[src/rtl/fetch_seq_pkg.sv]
package fetch_seq_pkg;

   typedef enum logic [1:0] {
      SL_T1 = 2'd0,
      SL_T2 = 2'd1,
      SL_T3 = 2'd2,
      SL_T4 = 2'd3
   } slice_e;

   // One-slice transfer controls
   typedef struct packed {
      logic bus_from_pc;   // internal bus source: 1 = program counter, 0 = buffer
      logic ld_mar;
      logic ld_mbr;
      logic ld_ir;
      logic inc_pc;
      logic rd;
      logic exec;
   } xfer_ctl_t;

   localparam xfer_ctl_t XFER_IDLE = '0;

   function automatic slice_e next_slice(input slice_e s);
      unique case (s)
         SL_T1:   return SL_T2;
         SL_T2:   return SL_T3;
         SL_T3:   return SL_T4;
         default: return SL_T1;
      endcase
   endfunction

endpackage

[src/rtl/fetch_slice_ctrl.sv]
module fetch_slice_ctrl
   import fetch_seq_pkg::*;
(
   input  logic      clk,
   input  logic      rst_n,
   input  logic      alt_order,
   output slice_e    slice_q,
   output xfer_ctl_t ctl
);

   logic mode_q;

   always_ff @(posedge clk or negedge rst_n) begin
      if (!rst_n) begin
         slice_q <= SL_T1;
      end else begin
         slice_q <= next_slice(slice_q);
      end
   end

   // ordering mode captured once per round, at the close of T1
   always_ff @(posedge clk or negedge rst_n) begin
      if (!rst_n) begin
         mode_q <= 1'b0;
      end else if (slice_q == SL_T1) begin
         mode_q <= alt_order;
      end
   end

   always_comb begin
      ctl = XFER_IDLE;
      unique case (slice_q)
         SL_T1: begin
            ctl.bus_from_pc = 1'b1;
            ctl.ld_mar      = 1'b1;
         end
         SL_T2: begin
            ctl.rd     = 1'b1;
            ctl.ld_mbr = 1'b1;
            ctl.inc_pc = mode_q;
         end
         SL_T3: begin
            ctl.ld_ir  = 1'b1;
            ctl.inc_pc = ~mode_q;
         end
         default: begin
            ctl.exec = 1'b1;
         end
      endcase
   end

endmodule

[src/rtl/fetch_pc_unit.sv]
module fetch_pc_unit #(
   parameter int unsigned          PC_W     = 16,
   parameter logic [PC_W-1:0]      RESET_PC = '0
) (
   input  logic            clk,
   input  logic            rst_n,
   input  logic            inc,
   output logic [PC_W-1:0] pc_q
);

   localparam logic [PC_W-1:0] STEP = PC_W'(1);

   logic [PC_W-1:0] pc_next;

   // width-limited add: wraps at 2**PC_W
   assign pc_next = pc_q + STEP;

   always_ff @(posedge clk or negedge rst_n) begin
      if (!rst_n) begin
         pc_q <= RESET_PC;
      end else if (inc) begin
         pc_q <= pc_next;
      end
   end

endmodule

[src/rtl/fetch_xfer_regs.sv]
module fetch_xfer_regs
   import fetch_seq_pkg::*;
#(
   parameter int unsigned PC_W   = 16,
   parameter int unsigned DATA_W = 16
) (
   input  logic              clk,
   input  logic              rst_n,
   input  xfer_ctl_t         ctl,
   input  logic [PC_W-1:0]   pc,
   input  logic [DATA_W-1:0] mem_rdata,
   output logic [PC_W-1:0]   mar_q,
   output logic [DATA_W-1:0] ir_q
);

   localparam int unsigned BUS_W = DATA_W;
   localparam int unsigned PAD_W = BUS_W - PC_W;

   logic [DATA_W-1:0] mbr_q;
   logic [BUS_W-1:0]  pc_on_bus;
   logic [BUS_W-1:0]  ibus;

   // counter placed on the shared bus, zero-extended when narrower
   generate
      if (PAD_W == 0) begin : g_pc_full
         assign pc_on_bus = pc;
      end else begin : g_pc_pad
         assign pc_on_bus = {{PAD_W{1'b0}}, pc};
      end
   endgenerate

   assign ibus = ctl.bus_from_pc ? pc_on_bus : mbr_q;

   // address register: sole driver of the address bus
   always_ff @(posedge clk or negedge rst_n) begin
      if (!rst_n) begin
         mar_q <= '0;
      end else if (ctl.ld_mar) begin
         mar_q <= ibus[PC_W-1:0];
      end
   end

   // buffer register: sole receiver of memory data
   always_ff @(posedge clk or negedge rst_n) begin
      if (!rst_n) begin
         mbr_q <= '0;
      end else if (ctl.ld_mbr) begin
         mbr_q <= mem_rdata;
      end
   end

   always_ff @(posedge clk or negedge rst_n) begin
      if (!rst_n) begin
         ir_q <= '0;
      end else if (ctl.ld_ir) begin
         ir_q <= ibus;
      end
   end

endmodule

[src/rtl/fetch_seq_top.sv]
module fetch_seq_top
   import fetch_seq_pkg::*;
#(
   parameter int unsigned     PC_W     = 16,
   parameter int unsigned     DATA_W   = 16,
   parameter logic [PC_W-1:0] RESET_PC = '0
) (
   input  logic              clk,
   input  logic              rst_n,
   input  logic              alt_order,
   input  logic [DATA_W-1:0] mem_rdata,
   output logic [PC_W-1:0]   mem_addr,
   output logic              mem_rd,
   output logic [DATA_W-1:0] instr,
   output logic              exec_stb,
   output logic [PC_W-1:0]   pc_q
);

   generate
      if (PC_W < 2 || PC_W > 32) begin : g_bad_pc_w
         $error("fetch_seq_top: PC_W must lie in 2..32");
      end
      if (DATA_W < PC_W) begin : g_bad_data_w
         $error("fetch_seq_top: DATA_W must be at least PC_W");
      end
   endgenerate

   slice_e    slice_q;
   xfer_ctl_t ctl;

   fetch_slice_ctrl u_ctrl (
      .clk       (clk),
      .rst_n     (rst_n),
      .alt_order (alt_order),
      .slice_q   (slice_q),
      .ctl       (ctl)
   );

   fetch_pc_unit #(
      .PC_W     (PC_W),
      .RESET_PC (RESET_PC)
   ) u_pc (
      .clk   (clk),
      .rst_n (rst_n),
      .inc   (ctl.inc_pc),
      .pc_q  (pc_q)
   );

   fetch_xfer_regs #(
      .PC_W   (PC_W),
      .DATA_W (DATA_W)
   ) u_regs (
      .clk       (clk),
      .rst_n     (rst_n),
      .ctl       (ctl),
      .pc        (pc_q),
      .mem_rdata (mem_rdata),
      .mar_q     (mem_addr),
      .ir_q      (instr)
   );

   assign mem_rd   = ctl.rd;
   assign exec_stb = ctl.exec;

endmodule

[config.mk]
export PLATFORM = sky130hd
export DESIGN_NAME = fetch_seq_top
export DESIGN_NICKNAME = d
export VERILOG_FILES = /design/src/rtl/fetch_seq_pkg.sv /design/src/rtl/fetch_slice_ctrl.sv /design/src/rtl/fetch_pc_unit.sv /design/src/rtl/fetch_xfer_regs.sv /design/src/rtl/fetch_seq_top.sv
export SDC_FILE = /design/constraint.sdc
export NUM_CORES = 1
export LEC_CHECK = 0
export BUFFER_PORTS_ARGS = -buffer_cell sky130_fd_sc_hd__buf_2
export CAP_MARGIN = 20
export CORE_AREA = 2 2 80 82
export DETAILED_ROUTE_END_ITERATION = 7
export DIE_AREA = 0 0 82 84
export PLACE_DENSITY = 0.74
export SETUP_SLACK_MARGIN = 0.02
export SLEW_MARGIN = 0
export SYNTH_ARGS = -nofsm -noshare
export SYNTH_HDL_FRONTEND = slang
export SYNTH_SLANG_ARGS = --single-unit
[constraint.sdc]
create_clock -name clk -period 1.51 [get_ports clk]
set_input_delay 0 -clock clk [delete_from_list [all_inputs] [get_ports clk]]
set_output_delay 0 -clock clk [all_outputs]
set_load 0.02 [all_outputs]
==> flow_summary_export.csv, run 1 <==
group,metric,value,unit
status,status,"completed",
clocking,cts_sinks,67,
power,cellPowerDensity,1182,nW/um^2
route,totalWireLength,5584,um
floorplan,coreArea,6096,sq um
cells_and_area,n_fill_cell,474,
logic_synthesis,async_reset_ff_frac,1.000,
grt,grt_pass1_vias,2051,
worst_setup_path,critPathRequiredTime,1.74,ns
sta,rsz0062_at_grt,"yes",
clocking,clk_path_buf_depth,2,
flow_run,max_cap_violations,0,
floorplan,row_count,29,
worst_setup_path,cp-end-kind,"flip-flop",
sta,tightest_slew,0.3537,ns
worst_setup_path,crit_chain,"inv_2 > ha_4 > mux2i_4 > nor4b_4 > nand3_1 > xnor2_1",
floorplan,dieArea,6888,sq um
worst_hold_path,hold_path_class,"in -> async",
route,first_pass_iters,4,
power,p_switching,0.001342,W
clocking,path_clk_slew,0.07,ns
floorplan,io_pins,69,
cells_and_area,num-nets-final,339,
power,leakagePower,1.825,nW
logic_synthesis,synth-compound-area-share,0.02882,
cells_and_area,final_cells,397,
placement,routabilityCongestion,0.7194,
logic_synthesis,synth_edf_count,0,
clocking,clock_latency,0.34,ns
grt,gr-total-overflow,0,
route,drt_iter0_markers,132,
floorplan,dieWidth,82,um
logic_synthesis,yosys.area_share.simple,0.07384,
logic_synthesis,synth_top_family_by_area,"multiplexers",
logic_synthesis,synth_top_area_cell,"dfrtp_1",
sta,fin_tns_setup,0,ns
logic_synthesis,synth_top_cell_area_share,0.6033,
logic_synthesis,synth_common_cells,"67 x dfrtp_1, 34 x mux2_2, 21 x nor2_1",
logic_synthesis,synthMuxAreaShare,0.2035,
route,vias_per_cell,4.907,
logic_synthesis,netlist_area,2779,sq um
floorplan,initial_core_util,0.4559,
logic_synthesis,ys_seq_elements,67,
logic_synthesis,synth_nets,231,
route,wl_per_cell,14.07,um
placement,dp_cells,358,
sta,fin_skew,0.009757,ns
clocking,cts_tree,"done",
route,vias,1948,
worst_setup_path,start_kind,"flip-flop",
logic_synthesis,syn_inst,207,
cells_and_area,syn_to_final_growth,36.06,%
logic_synthesis,ys_warn_count,0,
sta,fin_crit_sh,0.9989,
clocking,htree_levels,3,
placement,post-place-ws,-0.06407,ns
sta,setup_viol,0,
power,p_sw_frac,0.3002,
grt,grt_max_degree,68,
logic_synthesis,synth_ff_type,"dfrtp_1",
logic_synthesis,synth_area_leaders,"dfrtp_1 60%, mux2_2 14%, mux2i_1 5.8%",
logic_synthesis,synth_area_per_cell,13.42,sq um
worst_setup_path,crit_path_top_delay_cell,"dfrtp_1",
cells_and_area,insertedDiodeCount,0,
power,p_comb_frac,0.223,
sta,period_needed,1.508,ns
sta,timing.slew.headroom,0.7642,
worst_setup_path,critPathKind,"reg -> reg",
clocking,cts_root_buffer,"clkbuf_8",
worst_setup_path,cp.arrival,1.73,ns
clocking,numCtsBuffers,9,
power,power_frac_clock,0.306,
placement,hpwl,3737,um
power,internal-power,0.003127,W
logic_synthesis,synthAdderAreaFrac,0.02251,
logic_synthesis,synthXorXnorAreaFrac,0.04728,
sta,drv_slew,0,
sta,fmaxAchievable,663.0,MHz
worst_setup_path,crit_fanout,6,
worst_setup_path,slowest_delay,0.42,ns
route,final_antenna_net_count,0,
grt,antenna_found_initial,0,
floorplan,dieHeight,84,um
logic_synthesis,seq_area_frac_synth,0.6033,
grt,grt_usage,0.1874,
placement,io_buffers,68,
sta,worst_slack,0.001629,ns
power,irDropWorstVdd,0.0008808,V
grt,grt_first_pass_wirelength,9749,um
logic_synthesis,synth.most_common_cell,"dfrtp_1",
power,p_seq_frac,0.471,
route,post-route-drc-count,0,
sta,hold_viol,0,
logic_synthesis,synth_cell_type_count,22,
cells_and_area,final_layout_size_suffix_gt1_frac,0.4719,
-- layout by cell type, fill, tap and decap left out, drive strengths merged --
| master | count |
|---|---|
| nor3 | 1 |
| inv | 3 |
| nand2 | 4 |
| dlygate4sd3 | 18 |
| nand3 | 6 |
| nor4b | 2 |
| a21oi | 16 |
| clkinvlp | 3 |
| nand4 | 3 |
| nand2b | 1 |
| xnor2 | 11 |
| nor2 | 21 |
| xor2 | 4 |
| ha | 5 |
| buf | 90 |
| clkbuf | 11 |
| mux2 | 34 |
| mux2i | 17 |
| dfrtp | 67 |
| and3 | 2 |
| clkinv | 1 |
-- metrics by stage --
stage / power [W] / instance area (sq um) / util / hold slack (ns)
6_report: 0.004469 / 3781 / 0.6203 / 0.2012
5_1_grt: 0.004742 / 3781 / 0.6203 / 0.2484
4_1_cts: 0.004527 / 3777 / 0.6197 / 0.2129
3_5_place_dp: 0.003106 / 3352 / 0.5499 / 0.05176
3_3_place_gp: 0.003074 / 3352 / 0.5499 / 0.04791
2_1_floorplan: 0.002674 / 2814 / - / -0.2956
-- sequential cells by signal, indices dropped and copies added, names as in the netlist --
register        cells
u_pc.pc_q          16
u_regs.ir_q        16
u_regs.mar_q       16
u_regs.mbr_q       16
u_ctrl.slice_q      2
u_ctrl.mode_q       1
-- path summary, 6_finish.rpt --
kind                                             startpoint                          end  slack (ns)  depth (start not counted)
worst max-delay path            u_ctrl.slice_q[1]$_DFF_PN0_    u_pc.pc_q[11]$_DFFE_PN0P_       0.002                          6
worst min-delay path                                  rst_n     u_pc.pc_q[1]$_DFFE_PN0P_        0.20                          3
worst max register to register  u_ctrl.slice_q[1]$_DFF_PN0_    u_pc.pc_q[11]$_DFFE_PN0P_       0.002                          6
worst min register to register  u_regs.mar_q[0]$_DFFE_PN0P_  u_regs.mar_q[0]$_DFFE_PN0P_        0.50                          1
max in group asynchronous                             rst_n     u_pc.pc_q[0]$_DFFE_PN0P_        1.00                          3
min in group clk                               mem_rdata[0]  u_regs.mbr_q[0]$_DFFE_PN0P_        0.42                          3
-- cell type report --
| type | count | area [sq um] | share of cell area |
|---|---|---|---|
| inverter | 2 | 7.507 | 0.001985 |
| tap | 77 | 96.34 | 0.02548 |
| clock buffer | 11 | 151.4 | 0.04004 |
| sequential | 67 | 1679 | 0.4441 |
| clock inverter | 5 | 36.28 | 0.009596 |
| multi-input combinational | 127 | 1080 | 0.2856 |
| timing repair buffer | 108 | 730.7 | 0.1932 |
-- routing by layer --
layer | track usage | vias to the layer above | part of all wire
met2 | 0.2993 | 53 | 0.48
li1 | - | 925 | -
met5 | 0 | - | 0
met1 | 0.2434 | 960 | 0.45
met4 | 0.08182 | 0 | 0.019
met3 | 0.03896 | 10 | 0.042
-- worst max-delay path, delay by kind of cell (launching register included) --
| family | cells | cell delay (ns) |
|---|---|---|
| XOR/XNOR | 1 | 0.15 |
| adder cells (fa/ha/maj) | 1 | 0.14 |
| buffers and inverters | 1 | 0.09 |
| flip-flops | 1 | 0.42 |
| multiplexers | 1 | 0.10 |
| AND/OR/NAND/NOR | 2 | 0.49 |
-- logic make-up after synthesis --
kind of cell    Yosys count
flops                    67
compound gates           16
buf+inv                  13
mux                      51
xor+xnor                 15
fa+ha+maj                 5
simple gates             40
-- power groups by stage --
| stage | Combinational (W) | Clock, W | Sequential, W |
|---|---|---|---|
| 5_1_grt | 0.00110 | 0.00151 | 0.00213 |
| 6_report | 0.000999 | 0.00137 | 0.00211 |
| 3_5_place_dp | 0.000963 | 0 | 0.00214 |
| 3_3_place_gp | 0.000941 | 0 | 0.00213 |
| 2_1_floorplan | 0.000281 | 0 | 0.00239 |
| 4_1_cts | 0.00101 | 0.00141 | 0.00211 |
-- timing repair --
action	CTS	global route
gates resized for setup	5	1
pin swaps	2	2
setup endpoints to repair	7	41
hold buffers	18	0
endpoints found under the hold margin	84	0
setup buffers	5	0
cloned	0	0
Note: power is estimated with default switching activity, not from simulation.
==> inputs of run 2 (changes only) <==
--- a/config.mk
+++ b/config.mk
@@ -10,7 +10,7 @@
 export CORE_AREA = 2 2 80 82
 export DETAILED_ROUTE_END_ITERATION = 7
 export DIE_AREA = 0 0 82 84
-export PLACE_DENSITY = 0.74
+export PLACE_DENSITY_LB_ADDON = 0.05
 export SETUP_SLACK_MARGIN = 0.02
 export SLEW_MARGIN = 0
 export SYNTH_ARGS = -nofsm -noshare
==> run 2 against run 1 <==
Against the previous run:
- sequential share of layout area grew 0.17 points
- utilization shrank 0.18 points
- critical path depth shrank 1
- sequential power is essentially flat
- clock-buffer cell count grew 3
- critical endpoint is now u_pc.pc_q[1]$_DFFE_PN0P_
- largest power group unchanged
==> flow_summary_export.csv, run 2 (synthesis results as in run 1) <==
group,metric,value,unit
worst_setup_path,critPathKind,"reg -> reg",
worst_setup_path,crit_fanout,4,
route,final_antenna_net_count,0,
route,wl_met3,221,um
clocking,clk_path_buf_depth,2,
cells_and_area,insertedDiodeCount,0,
sta,rsz0062_at_grt,"yes",
cells_and_area,final_common_cell,"buf_2",
clocking,cts_root_buffer,"clkbuf_8",
worst_hold_path,hold_path_class,"in -> async",
worst_setup_path,cp-end-kind,"flip-flop",
clocking,clock_latency,0.33,ns
route,wl_per_cell,14.42,um
placement,hpwl,3698,um
route,vias,1922,
worst_setup_path,start_kind,"flip-flop",
sta,timing.slew.headroom,0.7571,
sta,fin_crit_sh,0.9947,
clocking,htree_levels,3,
placement,post-place-ws,-0.07651,ns
clocking,cts_tree,"done",
placement,place_area,3359,sq um
sta,period_needed,1.502,ns
grt,grt_usage,0.1859,
worst_setup_path,cp.arrival,1.72,ns
sta,fmaxAchievable,665.8,MHz
placement,dp_cells,359,
route,post-route-drc-count,0,
route,routed.top_layer,"met4",
cells_and_area,layout_common_cells,"68 x buf_2, 64 x dfrtp_1, 33 x mux2_2",
clocking,path_clk_slew,0.07,ns
cells_and_area,final_layout_size_suffix_gt1_frac,0.4639,
route,first_pass_iters,2,
power,cellPowerDensity,1176,nW/um^2
route,vias_per_cell,4.854,
cells_and_area,final_cells,396,
cells_and_area,syn_to_final_growth,35.66,%
cells_and_area,fin_area,3770,sq um
floorplan,dieWidth,82,um
floorplan,coreArea,6096,sq um
grt,antenna_found_initial,0,
cells_and_area,num-nets-final,338,
power,leakagePower,1.826,nW
worst_setup_path,critPathRequiredTime,1.73,ns
sta,drv_slew,0,
placement,routabilityCongestion,0.6929,
status,status,"completed",
flow_run,max_cap_violations,0,
floorplan,dieHeight,84,um
sta,setup_viol,0,
power,irDropWorstVdd,0.0006953,V
grt,gr-total-overflow,0,
clocking,cts_sinks,67,
route,drt-met1-wl,2704,um
floorplan,dieArea,6888,sq um
placement,io_buffers,68,
floorplan,io_pins,69,
grt,grt_first_pass_wirelength,9528,um
sta,worst_slack,0.007954,ns
cells_and_area,n_fill_cell,534,
route,totalWireLength,5710,um
sta,hold_viol,0,
grt,grt_pass1_vias,1994,
grt,grt_max_degree,68,
floorplan,row_count,29,
clocking,numCtsBuffers,9,
sta,fin_skew,0.006000,ns
route,drt_iter0_markers,57,
sta,tightest_slew,0.3644,ns
floorplan,initial_core_util,0.4559,
route,route.met2.wl,2678,um
==> run 2: metrics by stage <==
step	utilization	power (W)	setup TNS (ns)	hold slack, ns
2_1_floorplan	-	0.002674	-0.3136	-0.2956
4_1_cts	0.6139	0.004490	-0.005632	0.2271
6_report	0.6184	0.004432	0	0.2148
3_3_place_gp	0.5511	0.003098	-0.1606	0.05398
3_5_place_dp	0.5511	0.003118	-0.4382	0.04948
5_1_grt	0.6184	0.004697	-0.5333	0.2398
==> run 2: critical path: stages, from the launching register on <==
cell and delay [ns]:
dfrtp_1 0.40, buf_6 0.13, ha_4 0.16, mux2i_4 0.26, buf_6 0.16, mux2_4 0.29
==> run 2: area by class of cell <==
type	instances	area, sq um	area share
multi-input cells	127	1090	0.2891
inverters	2	7.507	0.001991
clock buffers	14	162.7	0.04315
repair buffers	107	723.2	0.1918
flip-flops and latches	67	1680	0.4457
well taps	77	96.34	0.02556
clock inverters	2	10.01	0.002655
==> run 2: power by group <==
group | internal, W | leakage, nW | switching (W) | total [W]
Combinational | 0.000456 | 0.904 | 0.000553 | 0.00101
Sequential | 0.00199 | 0.832 | 0.000120 | 0.00211
Clock | 0.000683 | 0.0905 | 0.000626 | 0.00131
Total | 0.00313 | 1.83 | 0.00130 | 0.00443
==> run 2: timing repair <==
item,CTS,global route
hold buffers,18,0
endpoints found under the setup margin,10,13
cloned,0,0
pin swaps,2,2
buffers inserted,2,1
gates resized for setup,3,5
endpoints found under the hold margin,84,0
==> run 2: worst paths after layout <==
path	depth (start not counted)	from	slack (ns)	endpoint
min in group clk	3	mem_rdata[12]	0.43	u_regs.mbr_q[12]$_DFFE_PN0P_
max in group asynchronous	3	rst_n	0.99	u_ctrl.slice_q[1]$_DFF_PN0_
min	3	rst_n	0.21	u_regs.ir_q[0]$_DFFE_PN0P_
max reg2reg	5	u_ctrl.slice_q[0]$_DFF_PN0_	0.008	u_pc.pc_q[1]$_DFFE_PN0P_
max	5	u_ctrl.slice_q[0]$_DFF_PN0_	0.008	u_pc.pc_q[1]$_DFFE_PN0P_
min reg2reg	1	u_regs.mar_q[3]$_DFFE_PN0P_	0.50	u_regs.mar_q[3]$_DFFE_PN0P_
==> run 2: metal layers <==
metal	track usage	vias to the layer above
met5	0	-
met4	0.09091	0
met3	0.03571	9
met2	0.2853	44
met1	0.2500	945
li1	-	924
==> inputs of run 3 (changes only) <==
--- a/config.mk
+++ b/config.mk
@@ -6,11 +6,12 @@
 export NUM_CORES = 1
 export LEC_CHECK = 0
 export BUFFER_PORTS_ARGS = -buffer_cell sky130_fd_sc_hd__buf_2
-export CAP_MARGIN = 20
+export CAP_MARGIN = 30
 export CORE_AREA = 2 2 80 82
 export DETAILED_ROUTE_END_ITERATION = 7
 export DIE_AREA = 0 0 82 84
 export PLACE_DENSITY_LB_ADDON = 0.05
+export REMOVE_ABC_BUFFERS = 1
 export SETUP_SLACK_MARGIN = 0.02
 export SLEW_MARGIN = 0
 export SYNTH_ARGS = -nofsm -noshare
==> run 3 against run 2 <==
Against the previous run:
- global-route usage shrank 1.1 points
- the flow now finishes with violations (setup timing)
- utilization grew 0.92 points
- largest power group unchanged
- critical path depth is the same
- clock power grew 3%
- power grew 0.52%
- worst setup slack lost 0.058 ns
- maximum frequency shrank 3.7%
- sequential share of layout area shrank 0.75 points
- flip-flop and latch count is the same
- cell count grew 0.76%
- non-clock buffer count grew 4
- sequential power is essentially flat
==> flow_summary_export.csv, run 3 (synthesis results as in run 1) <==
group,metric,value,unit
status,status,"finished, violations left",
status,violations,"setup timing",
sta,fin_skew,0.008219,ns
floorplan,initial_core_util,0.4559,
floorplan,dieWidth,82,um
sta,tightest_slew,0.3565,ns
worst_setup_path,cp-startpoint,"u_ctrl.slice_q[0]$_DFF_PN0_",
cells_and_area,insertedDiodeCount,0,
worst_setup_path,critPathRequiredTime,1.73,ns
grt,grt_usage,0.1750,
cells_and_area,final_layout_size_suffix_gt1_frac,0.4783,
worst_setup_path,cp-end-kind,"flip-flop",
placement,routabilityCongestion,0.6797,
flow_run,max_cap_violations,0,
route,first_pass_iters,3,
route,post-route-drc-count,0,
cells_and_area,layout_common_cells,"68 x buf_2, 67 x dfrtp_1, 34 x mux2_2",
sta,drv_slew,0,
cells_and_area,num-nets-final,342,
cells_and_area,final_common_cell,"buf_2",
worst_setup_path,cp.arrival,1.78,ns
clocking,cts_sinks,67,
floorplan,io_pins,69,
floorplan,dieHeight,84,um
worst_setup_path,start_kind,"flip-flop",
clocking,htree_levels,3,
worst_setup_path,r2r_slack,-0.05,ns
grt,antenna_found_initial,0,
route,wl_per_cell,13.74,um
clocking,numCtsBuffers,9,
sta,worst_slack,-0.04964,ns
floorplan,dieArea,6888,sq um
sta,timing.slew.headroom,0.7623,
sta,fin_crit_sh,1.033,
placement,hpwl,3541,um
power,cellPowerDensity,1164,nW/um^2
clocking,cts_root_buffer,"clkbuf_8",
route,drt_iter0_markers,43,
clocking,clk_path_buf_depth,2,
clocking,cts_tree,"done",
grt,grt_pass1_vias,2021,
worst_setup_path,worstReg2RegStart,"u_ctrl.slice_q[0]$_DFF_PN0_",
route,vias_per_cell,4.842,
sta,fmaxAchievable,641.2,MHz
clocking,path_clk_slew,0.07,ns
placement,io_buffers,68,
sta,rsz0062_at_grt,"yes",
power,leakagePower,1.861,nW
sta,setup_viol,7,
grt,grt_first_pass_wirelength,9211,um
power,design_power_total,0.004455,W
sta,period_needed,1.560,ns
cells_and_area,post-route-util,0.6277,
worst_setup_path,crit_fanout,4,
route,vias,1932,
cells_and_area,syn_to_final_growth,37.69,%
power,irDropWorstVdd,0.0008940,V
floorplan,coreArea,6096,sq um
clocking,clock_latency,0.33,ns
worst_hold_path,hold_path_class,"in -> async",
grt,gr-total-overflow,0,
worst_setup_path,critPathKind,"reg -> reg",
floorplan,row_count,29,
sta,hold_viol,0,
grt,grt_max_degree,68,
route,totalWireLength,5482,um
route,final_antenna_net_count,0,
==> run 3: cell types whose count changed in the layout (fill, tap and decap cells not counted), moves of 2 or more <==
cell,previous run,this run
nor2_1,21,19
dfrtp_1,64,67
nor2_2,0,2
clkbuf_1,3,1
dfrtp_2,3,0
buf_4,16,19
==> run 3: layout make-up <==
cell class | instances | area, sq um
inverter | 2 | 7.507
timing repair buffer | 111 | 765.7
tap | 77 | 96.34
fill | 508 | 2270
clock inverter | 2 | 10.01
clock buffer | 13 | 168.9
sequential | 67 | 1677
multi-input combinational | 127 | 1101
==> run 3: repair_timing <==
item | CTS | global route
endpoints found under the setup margin | 30 | 14
pin swaps | 1 | 4
setup buffers | 4 | 3
cloned | 0 | 0
resized for setup | 8 | 6
hold buffers | 18 | 0
endpoints found under the hold margin | 84 | 0
==> run 3: power breakdown <==
part	total [W]	switching [W]	internal, W
clock network	0.00135	0.000636	0.000717
registers	0.00211	0.000115	0.00199
logic	0.000997	0.000547	0.000450
==> run 3: through the flow <==
stage	hold WS [ns]	cells	worst slack (ns)	TNS (ns)	cell area, sq um
floorplan	-0.2956	196	-0.6785	-26.30	2729
global placement	0.05376	359	-0.01891	-0.05011	3353
detailed placement	0.05849	359	-0.07279	-0.3109	3353
CTS	0.2271	396	-0.005962	-0.01153	3779
global route	0.2698	399	-0.1394	-0.8642	3826
finish	0.2178	399	-0.04964	-0.1510	3826
==> run 3: metal layers <==
metal | global-route usage | up-vias | wire length (um)
met5 | 0 | - | 0
met4 | 0.04545 | 0 | 49
met3 | 0.05195 | 6 | 246
met2 | 0.2868 | 42 | 2663
met1 | 0.2245 | 950 | 2522
li1 | - | 934 | -
==> run 3: final timing paths <==
path | cells past startpoint | end
worst max-delay path | 5 | u_pc.pc_q[1]$_DFFE_PN0P_
worst min-delay path | 3 | u_regs.ir_q[10]$_DFFE_PN0P_
worst max register to register | 5 | u_pc.pc_q[1]$_DFFE_PN0P_
worst min register to register | 1 | u_regs.mar_q[9]$_DFFE_PN0P_
max in group asynchronous | 3 | u_regs.ir_q[2]$_DFFE_PN0P_
min in group clk | 3 | u_regs.mbr_q[4]$_DFFE_PN0P_
==> run 3: worst max-delay path: stages, from the launching register on <==
cell	delay, ns
dfrtp_1	0.40
buf_4	0.15
ha_4	0.16
mux2i_4	0.25
buf_6	0.16
mux2_2	0.32
